## src/rtl/qspi_sclk_gen.sv

```systemverilog
module qspi_sclk_gen #(
  parameter int DIV_W  = 16,
  parameter int NUM_CS = 4,
  parameter int EN_BIT = 31,
  parameter int CS_W   = (NUM_CS > 1) ? $clog2(NUM_CS) : 1
) (
  input  logic                  clk,
  input  logic                  rst_n,
  input  logic [31:0]           clk_ctrl,
  input  logic [8*NUM_CS-1:0]   dev_ctrl,
  input  logic [CS_W-1:0]       cs_sel,
  output logic                  sclk,
  output logic                  shift_stb,
  output logic                  sample_stb
);
  localparam int POL_BIT = 0;
  localparam int PHA_BIT = 2;

  logic             en;
  logic [DIV_W-1:0] div_in, div_q, cnt, deff, half;
  logic             run, act, lead_q, trail_q, lead_e, trail_e;
  logic [7:0]       mode;
  logic [DIV_W:0]   deff_p1;

  assign en      = clk_ctrl[EN_BIT];
  assign div_in  = clk_ctrl[DIV_W-1:0];
  assign mode    = dev_ctrl[8*cs_sel +: 8];
  assign deff    = (div_q == '0) ? DIV_W'(1) : div_q;
  assign deff_p1 = {1'b0, deff} + 1'b1;
  assign half    = deff_p1[DIV_W:1];
  assign lead_e  = run && en && !act && (cnt == '0);
  assign trail_e = run && act && (cnt == half);

  always_ff @(posedge clk or negedge rst_n) begin
    if (!rst_n) begin
      run     <= 1'b0;
      act     <= 1'b0;
      cnt     <= '0;
      div_q   <= '0;
      lead_q  <= 1'b0;
      trail_q <= 1'b0;
    end else begin
      lead_q  <= lead_e;
      trail_q <= trail_e;
      if (!run) begin
        if (en) begin
          run   <= 1'b1;
          cnt   <= '0;
          div_q <= div_in;
        end
      end else if (!en && !act) begin
        run <= 1'b0;
        cnt <= '0;
      end else begin
        cnt <= (cnt == deff) ? '0 : cnt + 1'b1;
        if (lead_e)  act <= 1'b1;
        if (trail_e) act <= 1'b0;
      end
    end
  end

  assign sclk       = act ^ mode[POL_BIT];
  assign shift_stb  = mode[PHA_BIT] ? lead_q : trail_q;
  assign sample_stb = mode[PHA_BIT] ? trail_q : lead_q;

  assert_strobes_exclusive_R10: assert property (@(posedge clk) disable iff (!rst_n)
    $onehot0({lead_q, trail_q}));
  assert_rest_is_idle_R5: assert property (@(posedge clk) disable iff (!rst_n)
    !run |-> !act);
  assert_divider_held_R8: assert property (@(posedge clk) disable iff (!rst_n)
    (run && $past(run)) |-> $stable(div_q));
  assert_strobe_on_edge_R6: assert property (@(posedge clk) disable iff (!rst_n)
    (lead_q || trail_q) |-> (act != $past(act)));
  assert_count_in_range_R2: assert property (@(posedge clk) disable iff (!rst_n)
    run |-> (cnt <= deff));
  assert_finish_pulse_R7: assert property (@(posedge clk) disable iff (!rst_n)
    (run && act) |=> run);
endmodule

```

## config.mk

```make
export PLATFORM = sky130hd
export DESIGN_NAME = qspi_sclk_gen
export DESIGN_NICKNAME = d
export VERILOG_FILES = /design/src/rtl/qspi_sclk_gen.sv
export SDC_FILE = /design/constraint.sdc
export NUM_CORES = 1
export LEC_CHECK = 0
export BUFFER_PORTS_ARGS = -buffer_cell sky130_fd_sc_hd__buf_2
export CORE_ASPECT_RATIO = 1.1
export CORE_UTILIZATION = 25
export CTS_CLUSTER_SIZE = 14
export DETAILED_ROUTE_END_ITERATION = 10
export GPL_TIMING_DRIVEN = 0
export MAX_ROUTING_LAYER = met4
export PLACE_DENSITY_LB_ADDON = 0.05
export RECOVER_POWER = 25
export SLEW_MARGIN = 0
export SYNTH_ARGS = -nofsm -noshare
export SYNTH_HDL_FRONTEND = slang
export SYNTH_SLANG_ARGS = --single-unit
```

## constraint.sdc

```tcl
create_clock -name clk -period 3.3 [get_ports clk]
set_input_delay 0.165 -clock clk [delete_from_list [all_inputs] [get_ports clk]]
set_output_delay 0.165 -clock clk [all_outputs]
set_load 0.05 [all_outputs]
```

# Word level (Yosys, flattened, before mapping)
# Cells that the tools add are included.
totals:
  ff_bits: 36
  input_bits: 68
  output_inout_bits: 3
classes:
  addsub: 2
  eq_ne: 2
  shifts: 1
  n_mux: 12
  bitwise_logic: 3
  n_reduce_logical: 14
ops:
  columns: ["cell", "count"]
  rows:
  - ["16-bit 2-to-1 mux", 5]
  - ["16-bit equality test", 2]
  - ["16-bit zero test", 2]
  - ["32-bit by 6-bit variable part select with 3-bit output", 1]
  - ["16-bit by 1-bit adder with 17-bit output, second input constant", 1]
  - ["16-bit by 1-bit adder with 16-bit output, second input constant", 1]
  - ["1-bit 2-to-1 mux", 7]
  - ["1-bit logical AND", 6]
  - ["2-bit nonzero test", 2]
  - ["3-bit AND reduction", 1]
  - ["1-bit zero test", 2]
  - ["1-bit inverter", 2]
  - ["2-bit AND reduction", 1]
  - ["1-bit bitwise XOR", 1]

# Depth between registers and ports, before layout
# Gate-level depths: netlist of run 1.
depth:
  depth_word: 7
  mapped_depth: 11
  mapped_depth_nobuf: 10

# Worst setup path before layout of run 1
# OpenSTA, ideal clock, no wires.
synth_timing:
  path_type: "register -> register"
  start: "register div_q[2]"
  end: "register act"
  setup_time_ns: 0.134
  arrival_ns: 2.301
  required_ns: 3.166
  path_slack_ns: 0.866
  stages_incl_launch_ff: 12
  n_path_buf: 1
  synth_period_minus_slack_ns: 2.434
  path_cell_list: "dfrtp_1 -> buf_6 -> nor4_1 -> a41oi_2 -> inv_1 -> ha_1 -> nor2b_1 -> or3_1 -> a31oi_1 -> nand4_1 -> a2111oi_4 -> a21oi_1"
synth_between:
  elab_chain_cells: 7
  elab_cells_between_ends: 8
synth_rtl:
  columns: ["element", "line_no", "text"]
  rows:
  - ["from (decl)", "20", "logic [DIV_W-1:0] div_in, div_q, cnt, deff, half;"]
  - ["from (signal assigned)", "49", "div_q <= div_in;"]
  - ["16-bit zero test", "28", "assign deff = (div_q == '0) ? DIV_W'(1) : div_q;"]
  - ["16-bit 2-to-1 mux *", "28", null]
  - ["16-bit by 1-bit adder with 17-bit output *", "29", "assign deff_p1 = {1'b0, deff} + 1'b1;"]
  - ["16-bit equality test *", "32", "assign trail_e = run && act && (cnt == half);"]
  - ["1-bit logical AND *", "32", null]
  - ["2-bit nonzero test (no line)", null, null]
  - ["3-bit AND reduction (no line)", null, null]
  - ["to (signal assigned)", "37", "act <= 1'b0;"]
  - ["to (signal assigned)", "56", "if (lead_e) act <= 1'b1;"]
  - ["to (signal assigned)", "57", "if (trail_e) act <= 1'b0;"]
  - ["to (decl)", "21", "logic run, act, lead_q, trail_q, lead_e, trail_e;"]
# Mark *: on every way between the ends. The rest lies on a longest branch, timed or not.
# A chain may end at the register's enable or synchronous reset.

# Worst setup path in the final report of run 1
layout_timing:
  start: "register div_q[8]"
  end: "register act"
# Same word-level chain as after synthesis.

==> results.cfg, run 1 <==
[power_and_ir_drop]
switching_share_pct = 42.8
combPwrFrac_pct = 53.2
power_density_nw_per_um2 = 758
p_clk_share_pct = 14.9
p_sw_uw = 962
irDropWorstVdd_uv = 308
p_leak_nw = 1.31
p_int_mw = 1.29
p_total_mw = 2.25
seqPwrFrac_pct = 31.9

[die]
start_util_pct = 25.9
fp.dieH_um = 108
rows = 38
core_area_sq_um = 9940
io-pin-count = 71
fp.dieArea_sq_um = 10700
fp.dieW_um = 98.7

[placement]
dpl_cell_area_sq_um = 2880
place_congestion = 0.718
dpl.hpwl_um = 5210
numPortBuffers = 31

[worst_setup_path]
critPathLaunch = div_q[8]
r2r_end = act
cpPeakStageDelay_ns = 0.39
end_kind = flop
r2r_slack_ns = 0.43
cp.required_ns = 3.46
cp.arrival_ns = 3.04
path_class = flop to flop
path_cells = buf_2, nor4_2, a41oi_2, inv_1, ha_1, nor2b_1, or3_1, a31oi_1, nand4_1, a2111oi_4, a21oi_1
cp_max_fo = 7
crit_path_end = act
worst_setup_path_start_kind = flop
rr_worst_depth = 11
cp_slowest_cell = a2111oi_4
reg2reg_from = div_q[8]

[clock_tree]
cts_setup_buffers = 0
clk_path_buf_depth = 2
cts_max_level = 2
cts_tree = done
clk_pin_slew_ns = 0.08
clkLatencyLatePin_ns = 0.28
clock-sinks = 36
cts_buffers = 5
cts_root_buffer = clkbuf_8
ctsHoldBuffers = 0
cts_resized = 0

[sta]
fmax_ghz = 0.348
tightest_slew_ns = 2.09
layout_min_cycle_time_ns = 2.87
hold_viol = 0
post-route-period-util_pct = 87.1
setup_viol_count_final = 0
clock_skew_ns = 0.00439
finalMaxSlewViolations = 37
rsz0062_at_grt = false
setup_tns_ns = 0
worst_slew_margin_rel_pct = -39.6

[yosys]
netlist-cell-type-count = 51
ys.flop_type = dfrtp_1
synth_nets = 339
avgSynthCellArea_sq_um = 9.60
synth_edf_count = 0
yosysMostFrequentCell = dfrtp_1
yosysTopAreaCell = dfrtp_1
ys_warn_count = 0
synth_common_cells = dfrtp_1 (36), xor2_1 (20), mux2_2 (19), buf_2 (15)
synthArstFlopShare_pct = 100
seq_area_frac_synth_pct = 35.0
synth-seq-cells = 36
synthCells = 268
syn_area_sq_um = 2570
synth_area_leaders = dfrtp_1 (35%), mux2_2 (8.3%), xor2_1 (6.8%)
yosysTopAreaCellShare_pct = 35.0

[layout]
area_growth_syn_to_layout_pct = 15.3
fill_cells = 1041
multi_input_area_sq_um = 1490
regArea_sq_um = 901
n_antenna_cell = 0
fin_util_pct = 29.9
drive_gt1_share_pct = 28.3
stdcell_area_sq_um = 2970
final_net_count = 377

[drt]
dr.pass1.iters = 4
drt_iter0_drc = 37
ant_nets = 0
drt-total-wl_um = 7170
vias = 2115
routedWlPerCell_um = 16.8
routed_via_density = 4.95
drc = 0

[run]
maxCapViolCount = 1

[outcome]
violations = max-capacitance violations, max-slew violations
status = finished, violations left

[global_routing]
grt_max_degree = 37
grt_overflow = 0
grt_use_total_pct = 14.7
grt_pass1_wl_um = 11700
grt_pass1_vias = 2118
antenna_found_initial = 0

[hold_path]
min_path_type = input port to flop
-- critical path, delay by kind of cell (launching register included) --
family	cells	cell delay [ns]
fa+ha+maj	1	0.27
flops	1	0.36
compound gates	4	0.86
buf+inv	2	0.27
simple gates	4	0.99
-- layout make-up --
class	instances	share of cell area, %
Buffer	29	5.44
Timing Repair Buffer	31	5.19
Multi-Input combinational cell	198	50.3
Clock buffer	8	3.04
Tap cell	120	5.06
Sequential cell	36	30.4
Inverter	5	0.632
-- power by group through the flow --
stage | clock network, mW | logic, mW | registers [mW]
after floorplan | 0 | 0.951 | 0.681
after global placement | 0 | 1.21 | 0.728
after detailed placement | 0 | 1.21 | 0.732
after CTS | 0.358 | 1.21 | 0.723
after global routing | 0.371 | 1.33 | 0.744
final | 0.335 | 1.20 | 0.719
-- through the flow --
step	hold slack (ns)	instances	setup WS (ns)
floorplan	-0.131	268	0.866
global placement	0.360	419	0.379
detailed placement	0.346	419	0.413
CTS	0.0276	427	0.382
global route	0.0935	427	0.234
finish	0.0874	427	0.425
-- flip-flops by register name (all words and copies together) (netlist names) --
signal / flops
act: 1
cnt: 16
div_q: 16
lead_q: 1
run: 1
trail_q: 1
-- placed cells by master, fill, tap and decap left out, types with 8 or more instances in the layout --
| cell type | count |
|---|---|
| nand3_1 | 8 |
| clkbuf_1 | 11 |
| xnor2_1 | 14 |
| nor2_1 | 13 |
| mux2_2 | 19 |
| a31oi_1 | 14 |
| a21oi_1 | 13 |
| nor4_1 | 10 |
| and3_1 | 8 |
| nand2_1 | 11 |
| buf_2 | 45 |
| dfrtp_1 | 36 |
| xor2_1 | 20 |
-- how the worst min path moves through the flow --
stage	startpoint	slack (ns)	to	cells after the start
detailed placement	rst_n	0.35	cnt[5]	1
finish	clk_ctrl[11]	0.09	div_q[11]	3
CTS	rst_n	0.03	cnt[4]	1
floorplan	rst_n	-0.13	act	0
global placement	rst_n	0.36	cnt[5]	1
global route	clk_ctrl[4]	0.09	div_q[4]	2
-- cells by family (layout without fill, tap and decap cells) --
| kind of cell | Yosys count | after routing | synth area share [%] |
|---|---|---|---|
| mux | 21 | 21 | 10.1 |
| simple gates | 88 | 88 | 20.3 |
| compound gates | 52 | 52 | 14.6 |
| fa+ha+maj | 3 | 3 | 1.46 |
| xor+xnor | 34 | 34 | 11.6 |
| flops | 36 | 36 | 35.0 |
| buf+inv | 34 | 73 | 7.00 |
-- layer usage --
metal	share of wire (%)	vias to the layer above	global-route usage, %
met2	50	33	25.4
met5	0	-	-
met1	47	1034	18.3
met3	2.4	5	1.94
met4	0.63	0	3.52
li1	-	1043	-
(Power assumes the default switching activity.)
==> inputs of run 2 (changes only) <==
- GPL_TIMING_DRIVEN: 0 -> unset
==> run 2 against run 1 <==
Compared with the run above: largest cell class unchanged; clock-buffer cell count unchanged; sequential power increased by 15%; largest power group unchanged; global-route usage increased by 0.057 points; the run still ends with max-capacitance violations, max-slew violations left; cell area decreased by 3.2%; worst hold slack improved by 0.0052 ns; worst setup slack improved by 0.012 ns; maximum frequency increased by 0.42%.
==> results.cfg, run 2 (synthesized netlist as in run 1, its figures left out) <==
[layout]
stdcell_area_sq_um = 2870
area_growth_syn_to_layout_pct = 11.7
final_cell_mix = dfrtp_1 (36), buf_2 (30), xor2_1 (20)
n_antenna_cell = 0
final_net_count = 356
layout_commonest_cell = dfrtp_1
fin_util_pct = 28.9
final_cells = 406
drive_gt1_share_pct = 26.6
largestRegisters = cnt x16, div_q x16

[drt]
dr.pass1.iters = 4
drt_iter0_drc = 58
drt-total-wl_um = 7060
routedWlPerCell_um = 17.4
routed_via_density = 5.00
drc = 0
vias = 2029
ant_nets = 0

[power_and_ir_drop]
p_leak_nw = 1.25
power_density_nw_per_um2 = 767
p_int_mw = 1.25
combPwrFrac_pct = 47.1
seqPwrFrac_pct = 37.6
irDropWorstVdd_uv = 302
p_sw_uw = 953
p_total_mw = 2.20
switching_share_pct = 43.3
p_clk_share_pct = 15.3

[global_routing]
grt_pass1_vias = 2104
grt_overflow = 0
grt_max_degree = 37
antenna_found_initial = 0
grt_use_total_pct = 14.8
grt_pass1_wl_um = 11600

[sta]
layout_min_cycle_time_ns = 2.86
finalWorstSetupSlack_ns = 0.437
worst_slew_margin_rel_pct = -38.2
rsz0062_at_grt = false
setup_tns_ns = 0
tightest_slew_ns = 2.07
post-route-period-util_pct = 86.8
clock_skew_ns = 0.00966
fmax_ghz = 0.349
hold_viol = 0
setup_viol_count_final = 0
whs_ns = 0.0926
finalMaxSlewViolations = 37

[worst_setup_path]
rr_worst_depth = 10
cp.arrival_ns = 3.09
path_class = flop to flop
worst_setup_path_start_kind = flop
cp_max_fo = 5
end_kind = flop
cp.required_ns = 3.53
r2r_slack_ns = 0.44

[die]
fp.dieArea_sq_um = 10700
start_util_pct = 25.9
io-pin-count = 71
fp.dieW_um = 98.7
core_area_sq_um = 9940
fp.dieH_um = 108
rows = 38

[placement]
numPortBuffers = 31
place_congestion = 0.696
preCtsSetupSlack_ns = 0.389
dpl_cell_area_sq_um = 2790
dp.cells = 398
dpl.hpwl_um = 5180

[clock_tree]
cts_tree = done
clk_pin_slew_ns = 0.07
cts_setup_buffers = 0
cts_root_buffer = clkbuf_8
cts_buffers = 5
cts_resized = 0
clock-sinks = 36
cts_max_level = 2
ctsHoldBuffers = 0
clk_path_buf_depth = 2
clkLatencyLatePin_ns = 0.29

[outcome]
status = finished, violations left
violations = max-capacitance violations, max-slew violations

[run]
maxCapViolCount = 1

[hold_path]
min_path_type = input port to flop
holdPathStages = 3
run 2: area by class of cell:
type                            instances  area (sq um)
Tap cell                              120           150
Inverter                                5          18.8
Timing Repair Buffer                   39           214
Sequential cell                        36           901
Clock buffer                            8          90.1
Multi-Input combinational cell        198          1500
Fill cell                            1045          7060
run 2: worst max-delay path, cell delays in order, from the launching register on:
cell       delay, ns
dfrtp_1         0.46
nor3_1          0.42
a41oi_2         0.22
inv_1           0.09
ha_1            0.24
nor2b_1         0.07
or3_1           0.34
a31oi_1         0.20
nand4_1         0.20
a2111oi_4       0.38
and2_1          0.16
run 2: power by group through the flow:
stage               clock network, mW  logic [mW]  registers (mW)
global placement                    0        1.05           0.844
finish                          0.338        1.04           0.829
CTS                             0.357        1.06           0.835
global route                    0.375        1.17           0.866
floorplan                           0       0.951           0.681
detailed placement                  0        1.05           0.844
run 2: worst paths after layout:
| path | from | end |
|---|---|---|
| max reg2reg | div_q[13] | trail_q |
| max in group asynchronous | rst_n | act |
| min in group asynchronous | rst_n | div_q[5] |
| max | div_q[13] | trail_q |
| min reg2reg | run | run |
| min | clk_ctrl[11] | div_q[11] |
run 2: per-layer routing:
layer	track usage, %	up-vias	wire length [um]
met4	3.84	0	74
met1	18.2	993	3320
met5	-	-	0
met2	25.6	29	3540
li1	-	1000	-
met3	1.94	7	137
